File: src/rtl/lbus_arbiter.sv
module lbus_arbiter #(
  parameter int LVL_W = 5,
  parameter int CNT_W = 4
) (
  input  logic             clk,
  input  logic             rst_n,
  input  logic             start_cmd,
  input  logic             stop_cmd,
  input  logic             reg_reset,
  input  logic             fatal_err,
  input  logic             io_mode,
  input  logic [1:0]       burst_sel,
  input  logic             fifo_req,
  input  logic [LVL_W-1:0] fifo_level,
  input  logic [LVL_W-1:0] fifo_thresh,
  input  logic             rdma_req,
  input  logic             host_req,
  output logic [1:0]       state,
  output logic             mac_en,
  output logic             bus_grant,
  output logic             host_grant,
  output logic             burst_src
);

  localparam logic [1:0] ST_RST  = 2'd0;
  localparam logic [1:0] ST_IDLE = 2'd1;
  localparam logic [1:0] ST_MST  = 2'd2;
  localparam logic [1:0] ST_SLV  = 2'd3;

  function automatic logic [CNT_W-1:0] len_m1(input logic [1:0] code);
    case (code)
      2'd0:    len_m1 = CNT_W'(1);
      2'd1:    len_m1 = CNT_W'(3);
      2'd2:    len_m1 = CNT_W'(7);
      default: len_m1 = CNT_W'(11);
    endcase
  endfunction

  logic [1:0]       st_q;
  logic [CNT_W-1:0] cnt_q;
  logic             src_q;
  logic             gate_q;

  wire abort     = stop_cmd | reg_reset | fatal_err;
  wire local_ok  = fifo_req & (~gate_q | (fifo_level > fifo_thresh));
  wire remote_ok = rdma_req & io_mode;
  wire host_ok   = host_req & ~io_mode;

  always_ff @(posedge clk or negedge rst_n) begin
    if (!rst_n) begin
      st_q   <= ST_RST;
      cnt_q  <= '0;
      src_q  <= 1'b0;
      gate_q <= 1'b0;
    end else if (abort) begin
      st_q   <= ST_RST;
      cnt_q  <= '0;
      gate_q <= 1'b0;
    end else begin
      case (st_q)
        ST_RST: begin
          gate_q <= 1'b0;
          if (start_cmd) st_q <= ST_IDLE;
        end
        ST_IDLE: begin
          if (!fifo_req) gate_q <= 1'b0;
          if (local_ok) begin
            st_q  <= ST_MST;
            src_q <= 1'b0;
            cnt_q <= len_m1(burst_sel);
          end else if (remote_ok) begin
            st_q  <= ST_MST;
            src_q <= 1'b1;
            cnt_q <= len_m1(burst_sel);
          end else if (host_ok) begin
            st_q  <= ST_SLV;
          end
        end
        ST_MST: begin
          if (cnt_q == '0) begin
            st_q <= ST_IDLE;
            if (!src_q) gate_q <= 1'b1;
          end else begin
            cnt_q <= cnt_q - 1'b1;
          end
        end
        default: begin
          if (!host_ok) st_q <= ST_IDLE;
        end
      endcase
    end
  end

  assign state      = st_q;
  assign mac_en     = st_q != ST_RST;
  assign bus_grant  = (st_q == ST_MST) & ~abort;
  assign host_grant = (st_q == ST_SLV) & ~abort;
  assign burst_src  = src_q;

  logic [CNT_W:0] chk_run;
  logic [1:0]     chk_sel;
  always_ff @(posedge clk or negedge rst_n) begin
    if (!rst_n) begin
      chk_run <= '0;
      chk_sel <= '0;
    end else begin
      chk_run <= (st_q == ST_MST) ? chk_run + 1'b1 : '0;
      if (st_q == ST_IDLE) chk_sel <= burst_sel;
    end
  end

  assert_abort_reset_R3: assert property (@(posedge clk) disable iff (!rst_n)
    abort |=> st_q == ST_RST);

  assert_hold_reset_R2: assert property (@(posedge clk) disable iff (!rst_n)
    (st_q == ST_RST && !start_cmd) |=> st_q == ST_RST);

  assert_no_preempt_R8: assert property (@(posedge clk) disable iff (!rst_n)
    (st_q == ST_MST && cnt_q != '0 && !abort) |=> (st_q == ST_MST && $stable(src_q)));

  assert_local_first_R7: assert property (@(posedge clk) disable iff (!rst_n)
    (st_q == ST_IDLE && local_ok && !abort) |=> (bus_grant || abort) && !src_q);

  assert_burst_len_R4: assert property (@(posedge clk) disable iff (!rst_n)
    (st_q == ST_IDLE && $past(st_q) == ST_MST) |->
      chk_run == {1'b0, len_m1(chk_sel)} + 1'b1);

endmodule

File: config.mk
export PLATFORM = sky130hd
export DESIGN_NAME = lbus_arbiter
export DESIGN_NICKNAME = d
export VERILOG_FILES = /design/src/rtl/lbus_arbiter.sv
export SDC_FILE = /design/constraint.sdc
export NUM_CORES = 1
export LEC_CHECK = 0
export BUFFER_PORTS_ARGS = -buffer_cell sky130_fd_sc_hd__buf_4
export CAP_MARGIN = 20
export CORE_ASPECT_RATIO = 0.75
export CORE_UTILIZATION = 30
export DETAILED_ROUTE_END_ITERATION = 10
export GPL_ROUTABILITY_DRIVEN = 0
export PLACE_DENSITY = 0.52
export SLEW_MARGIN = 10
export SYNTH_ARGS = -nofsm -noshare
export SYNTH_HDL_FRONTEND = slang
export SYNTH_SLANG_ARGS = --single-unit
File: constraint.sdc
create_clock -name clk -period 2.07 [get_ports clk]
set_clock_uncertainty 0.2 [all_clocks]
set_input_delay 0.207 -clock clk [delete_from_list [all_inputs] [get_ports clk]]
set_output_delay 0.207 -clock clk [all_outputs]
set_load 0.05 [all_outputs]
Yosys cells after proc, flatten, opt, wreduce, memory -nomap -nowiden
Index checks and enable logic that the tools add are counted.
{ "word_totals": {"inputBits": 22, "out_inout_bits": 6, "elab_cells": 62, "ff_bits": 8} }
{ "op_classes": {"n_eq_ne": 13, "addsub": 1, "n_mux": 21, "n_reduce_logical": 11, "order_cmp": 1, "bitwise_logic": 11} }
{ "ops": {"columns": ["op", "n"], "rows": [
  ["$mux 4", 4],
  ["$ne 3x3->1 const B", 5],
  ["$mux 2", 7],
  ["$pmux 4 s3", 1],
  ["$pmux 4 s2", 1],
  ["$reduce_and 4->1", 2],
  ["$eq 2x2->1 const B", 3],
  ["$mux 1", 6],
  ["$pmux 2 s3", 1],
  ["$reduce_and 3->1", 2],
  ["$and 1x1->1", 5],
  ["$gt 5x5->1", 1],
  ["$ne 5x2->1 const B", 1],
  ["$ne 5x5->1 const B", 1],
  ["$eq 2x1->1 const B", 2],
  ["$logic_not 2->1", 2],
  ["$logic_not 4->1", 1],
  ["$ne 4x4->1 const B", 1],
  ["$reduce_bool 2->1", 2],
  ["$reduce_bool 4->1", 1],
  ["$sub 4x1->4 const B", 1],
  ["$not 1->1", 3],
  ["$or 1x1->1", 3],
  ["$pmux 1 s3", 1],
  ["$reduce_bool 3->1", 1]
]} }

Logic depth before layout (Yosys ltp)
{ "depth": {"word_depth": 7, "depth_mapped": 8, "depth_no_buf": 7} }

Worst setup path after synthesis
OpenSTA, ideal clock, no wires.
{ "synth_path": {"kind": "reg-to-output", "startpoint": "reg st_q[0], in the netlist state[0]", "endpoint": "out bus_grant", "path_buffers": 1, "arrival_time_ns": 2.001, "t_required_ns": 1.663, "slack_ns": -0.338, "path_stages_with_launch": 6, "path_cell_list": "dfrtp_1 inv_1 ha_1 clkbuf_1 inv_1 nor2_1"} }
{ "synth_via": {"elab_chain_cells": 2} }
{ "synth_lines": {"columns": ["item", "line", "text"], "rows": [
  ["start, declared", "39", "logic [1:0] st_q;"],
  ["start signal, assigned", "51", "st_q <= ST_RST;"],
  ["start signal, assigned", "56", "st_q <= ST_RST;"],
  ["start signal, assigned", "63", "if (start_cmd) st_q <= ST_IDLE;"],
  ["$eq 2x2->1", "96", "assign bus_grant = (st_q == ST_MST) & ~abort;"],
  ["$and 1x1->1", "96", null],
  ["end, declared", "20", "output logic bus_grant,"]
]} }
Every way passes these cells.

Worst setup path after layout
{ "layout_path": {"startpoint": "reg cnt_q[1]", "endpoint": "reg cnt_q[1]"} }
{ "layout_via": {"elab_chain_cells": 4, "word_cells_on_any_way": 7} }
{ "layout_lines": {"columns": ["item", "line", "text"], "rows": [
  ["start, declared", "40", "logic [CNT_W-1:0] cnt_q;"],
  ["start signal, assigned", "70", "cnt_q <= len_m1(burst_sel);"],
  ["start signal, assigned", "74", "cnt_q <= len_m1(burst_sel);"],
  ["start signal, assigned", "84", "cnt_q <= cnt_q - 1'b1;"],
  ["$sub 4x1->4", "84", null],
  ["$mux 4", "80", "if (cnt_q == '0) begin"],
  ["$pmux 4 s2", "60", "case (st_q)"],
  ["$mux 4", "55", "end else if (abort) begin"]
]} }
Several ways; a longest one is shown, not always the timed one. The select of a mux whose other input is x is not followed.
A chain may end at the register's enable or synchronous reset.

==> results.ini <==
[run_status]
outcome = finished clean

[sta]
maxClockFrequency_ghz = 0.514
rsz0062_at_grt = no
tightest_slew_ns = 0.320
relSlewSlack = 0.785
setup-violations-final = 0
final_min_period_over_clock_period = 0.939
number_of_max_slew_violations_in_the_final_report = 0
timing_hold_violations_final = 0
final_period_minus_worst_setup_slack_ns = 1.94
timing.setup.tns_ns = 0

[grt]
grt_util_all_layers = 0.170
initial_antenna_violation_count = 0
grt.overflow.total = 0
number_of_global_route_vias_before_repair = 724
largest_net_degree_at_the_start_of_global_routing = 11
wire_length_of_the_first_global_routing_pass_um = 3490

[logic_synthesis]
synthAdderAreaFrac = 0.170
syn_avg_cell_area_um2 = 8.63
synth.yosys.seq_area_share = 0.247
post_synth_inst_count = 94
main_combinational_cell_family_by_area_after_synthesis = compound AO/OA/AOI/OAI gates
synth_nets = 127
ys_async_sr_fraction = 1.00
synth_enable_flop_cells = 0
post_synth_instance_area_um2 = 811
xor_and_xnor_area_share_after_synthesis = 0.0216
synth-simple-area-share = 0.187
flop_and_latch_count_out_of_synthesis = 8
dominantRegCellSynth = sky130_fd_sc_hd__dfrtp_1
multiplexer_share_of_the_synthesized_area = 0.0123
count_of_unique_library_cells_instantiated_by_yosys = 40
synth_compound_gate_area_share = 0.287
yosys_warn_count = 0

[place]
placement.io_buffers = 27
place_hpwl_um = 1780
dpl-instance-area_mm2 = 0.00112

[power]
pwr_density_cell_mw_per_mm2 = 385
total_leakage_power_nw = 0.551
irDropWorstVdd_mv = 0.284

[critical_path]
crit_fanout = 6
path_class = flop to flop
sort_of_element_at_the_start_of_the_critical_path = flop
critical_path.endpoint_type = flop
worst-r2r-cell-count = 8
critPathArrivalTime_ns = 1.93
worstPathRequired_ns = 2.06
r2r_setup_slack_ns = 0.13

[finish]
footprint_of_the_multi_input_gates_um2 = 553
sequential_cell_area_um2 = 203
finish.net_count = 167
final_layout_size_suffix_gt1_frac = 0.361
syn_to_final_growth_pct = 43.5
antenna_cells_inserted = 0
nFillCells = 235
postLayoutCellArea_mm2 = 0.00116

[route]
detail_route.vias_per_cell = 5.10
route.detailed.drc = 0
ant_nets = 0
wire_per_inst_um = 13.0
route.final.wire_length_um = 2180
first_iter_violations = 31
num_vias = 851
detailedRoute.firstPassIterationCount = 4

[run]
maxCapViolCount = 0

[floorplan]
fp-row-count = 15
core_region_area_mm2 = 0.00242
die_area_mm2 = 0.00292
number_of_top_level_pins = 28
die_y_um = 47.0
die_span_x_um = 62.0
initial_utilization = 0.335

[clock_tree]
clockBufferDepth = 2
clock_tree_from_tritoncts = yes
clock_insertion_delay_worst_skew_ns = 0.27
htree_num_levels = 1
tritoncts_num_sinks = 8
clk_transition_reported_paths_ns = 0.07
post_cts_buffers = 0
number_of_clock_buffers_inserted_by_tritoncts = 3
cts_root_buffer = sky130_fd_sc_hd__clkbuf_4

[worst_hold_path]
min_path_type = input port to async pin

[timing repair]
item	CTS	global route
hold buffers	2	0
endpoints found under the hold margin	9	0
resized for setup	0	1
setup endpoints to repair	0	1
[layout by cell type (no fill, tap or decap), types with 3 or more instances in the layout]
| cell type | netlist | routed |
|---|---|---|
| sky130_fd_sc_hd__buf_4 | 0 | 36 |
| sky130_fd_sc_hd__inv_1 | 13 | 13 |
| sky130_fd_sc_hd__ha_1 | 11 | 11 |
| sky130_fd_sc_hd__nand2_1 | 7 | 7 |
| sky130_fd_sc_hd__dfrtp_1 | 8 | 6 |
| sky130_fd_sc_hd__nor3_1 | 4 | 4 |
| sky130_fd_sc_hd__o21ai_0 | 4 | 4 |
| sky130_fd_sc_hd__a31oi_1 | 4 | 4 |
| sky130_fd_sc_hd__a21oi_1 | 3 | 3 |
| sky130_fd_sc_hd__a22o_1 | 3 | 3 |
| sky130_fd_sc_hd__clkbuf_4 | 0 | 3 |
[kinds of logic after synthesis]
family                   count (synthesis)
AO/OA/AOI/OAI                           29
XOR/XNOR                                 2
adder cells (fa/ha/maj)                 11
buffers and inverters                   16
flip-flops                               8
multiplexers                             1
AND/OR/NAND/NOR                         27
[Yosys cell counts, types with 2 or more instances]
cell type / instances / area [um2]
sky130_fd_sc_hd__clkbuf_1: 2 / 7.51
sky130_fd_sc_hd__a22o_1: 3 / 26.3
sky130_fd_sc_hd__a31oi_1: 4 / 25.0
sky130_fd_sc_hd__and2_1: 2 / 12.5
sky130_fd_sc_hd__nor3_1: 4 / 20.0
sky130_fd_sc_hd__nor2_1: 3 / 11.3
sky130_fd_sc_hd__inv_1: 13 / 48.8
sky130_fd_sc_hd__a21oi_1: 3 / 15.0
sky130_fd_sc_hd__or3_1: 2 / 12.5
sky130_fd_sc_hd__nor4_1: 2 / 12.5
sky130_fd_sc_hd__o21ai_0: 4 / 20.0
sky130_fd_sc_hd__nand2_1: 7 / 26.3
sky130_fd_sc_hd__dfrtp_1: 8 / 200
sky130_fd_sc_hd__ha_1: 11 / 138
[worst paths after layout]
kind / startpoint / to
max in group asynchronous: rst_n / cnt_q[3]$_DFFE_PN0P_
min in group clk: io_mode / burst_src$_DFFE_PN0P_
setup reg to reg: cnt_q[1]$_DFFE_PN0P_ / cnt_q[1]$_DFFE_PN0P_
setup / recovery: cnt_q[1]$_DFFE_PN0P_ / cnt_q[1]$_DFFE_PN0P_
hold reg to reg: gate_q$_DFFE_PN0P_ / burst_src$_DFFE_PN0P_
hold / removal: rst_n / state[1]$_DFFE_PN0P_
[state kept, by name, indices dropped and copies added (netlist names)]
signal,flops
burst_src,1
cnt_q,4
gate_q,1
state,2
[metal layers]
layer,global-route usage,part of all wire
met2,0.245,0.43
met3,0.0496,0.046
met5,0,0
met4,0.0267,0
met1,0.253,0.52
[power breakdown]
part           internal (W)  switching [W]
clock network     0.0000742      0.0000663
registers          0.000160     0.00000369
logic             0.0000697      0.0000741
total              0.000304       0.000144
[worst max-delay path, stage by stage, from the launching register on]
cell	delay, ns
sky130_fd_sc_hd__dfrtp_1	0.35
sky130_fd_sc_hd__inv_1	0.07
sky130_fd_sc_hd__ha_1	0.17
sky130_fd_sc_hd__nor3b_2	0.14
sky130_fd_sc_hd__buf_4	0.16
sky130_fd_sc_hd__a21o_1	0.22
sky130_fd_sc_hd__a2111oi_1	0.31
sky130_fd_sc_hd__mux2i_1	0.13
sky130_fd_sc_hd__o211ai_1	0.10
[cell type report]
type | count | share of cell area
clock buffer | 4 | 0.0226
inverter | 13 | 0.0419
multi-input combinational | 70 | 0.475
sequential | 8 | 0.174
tap | 34 | 0.0366
timing repair buffer | 38 | 0.249
[stage by stage]
step / std cells / setup slack [ns] / utilization / hold WS, ns / power [W]
global route: 167 / 0.00235 / 0.481 / 0.0925 / 0.000476
global placement: 161 / -0.0399 / 0.461 / -0.162 / 0.000305
detailed placement: 161 / -0.0733 / 0.461 / -0.159 / 0.000308
CTS: 167 / 0.100 / 0.480 / 0.0774 / 0.000452
finish: 167 / 0.126 / 0.481 / 0.0895 / 0.000448
floorplan: 94 / 0.0485 / - / -0.289 / 0.000241
Note: power is estimated with default switching activity, not from simulation.
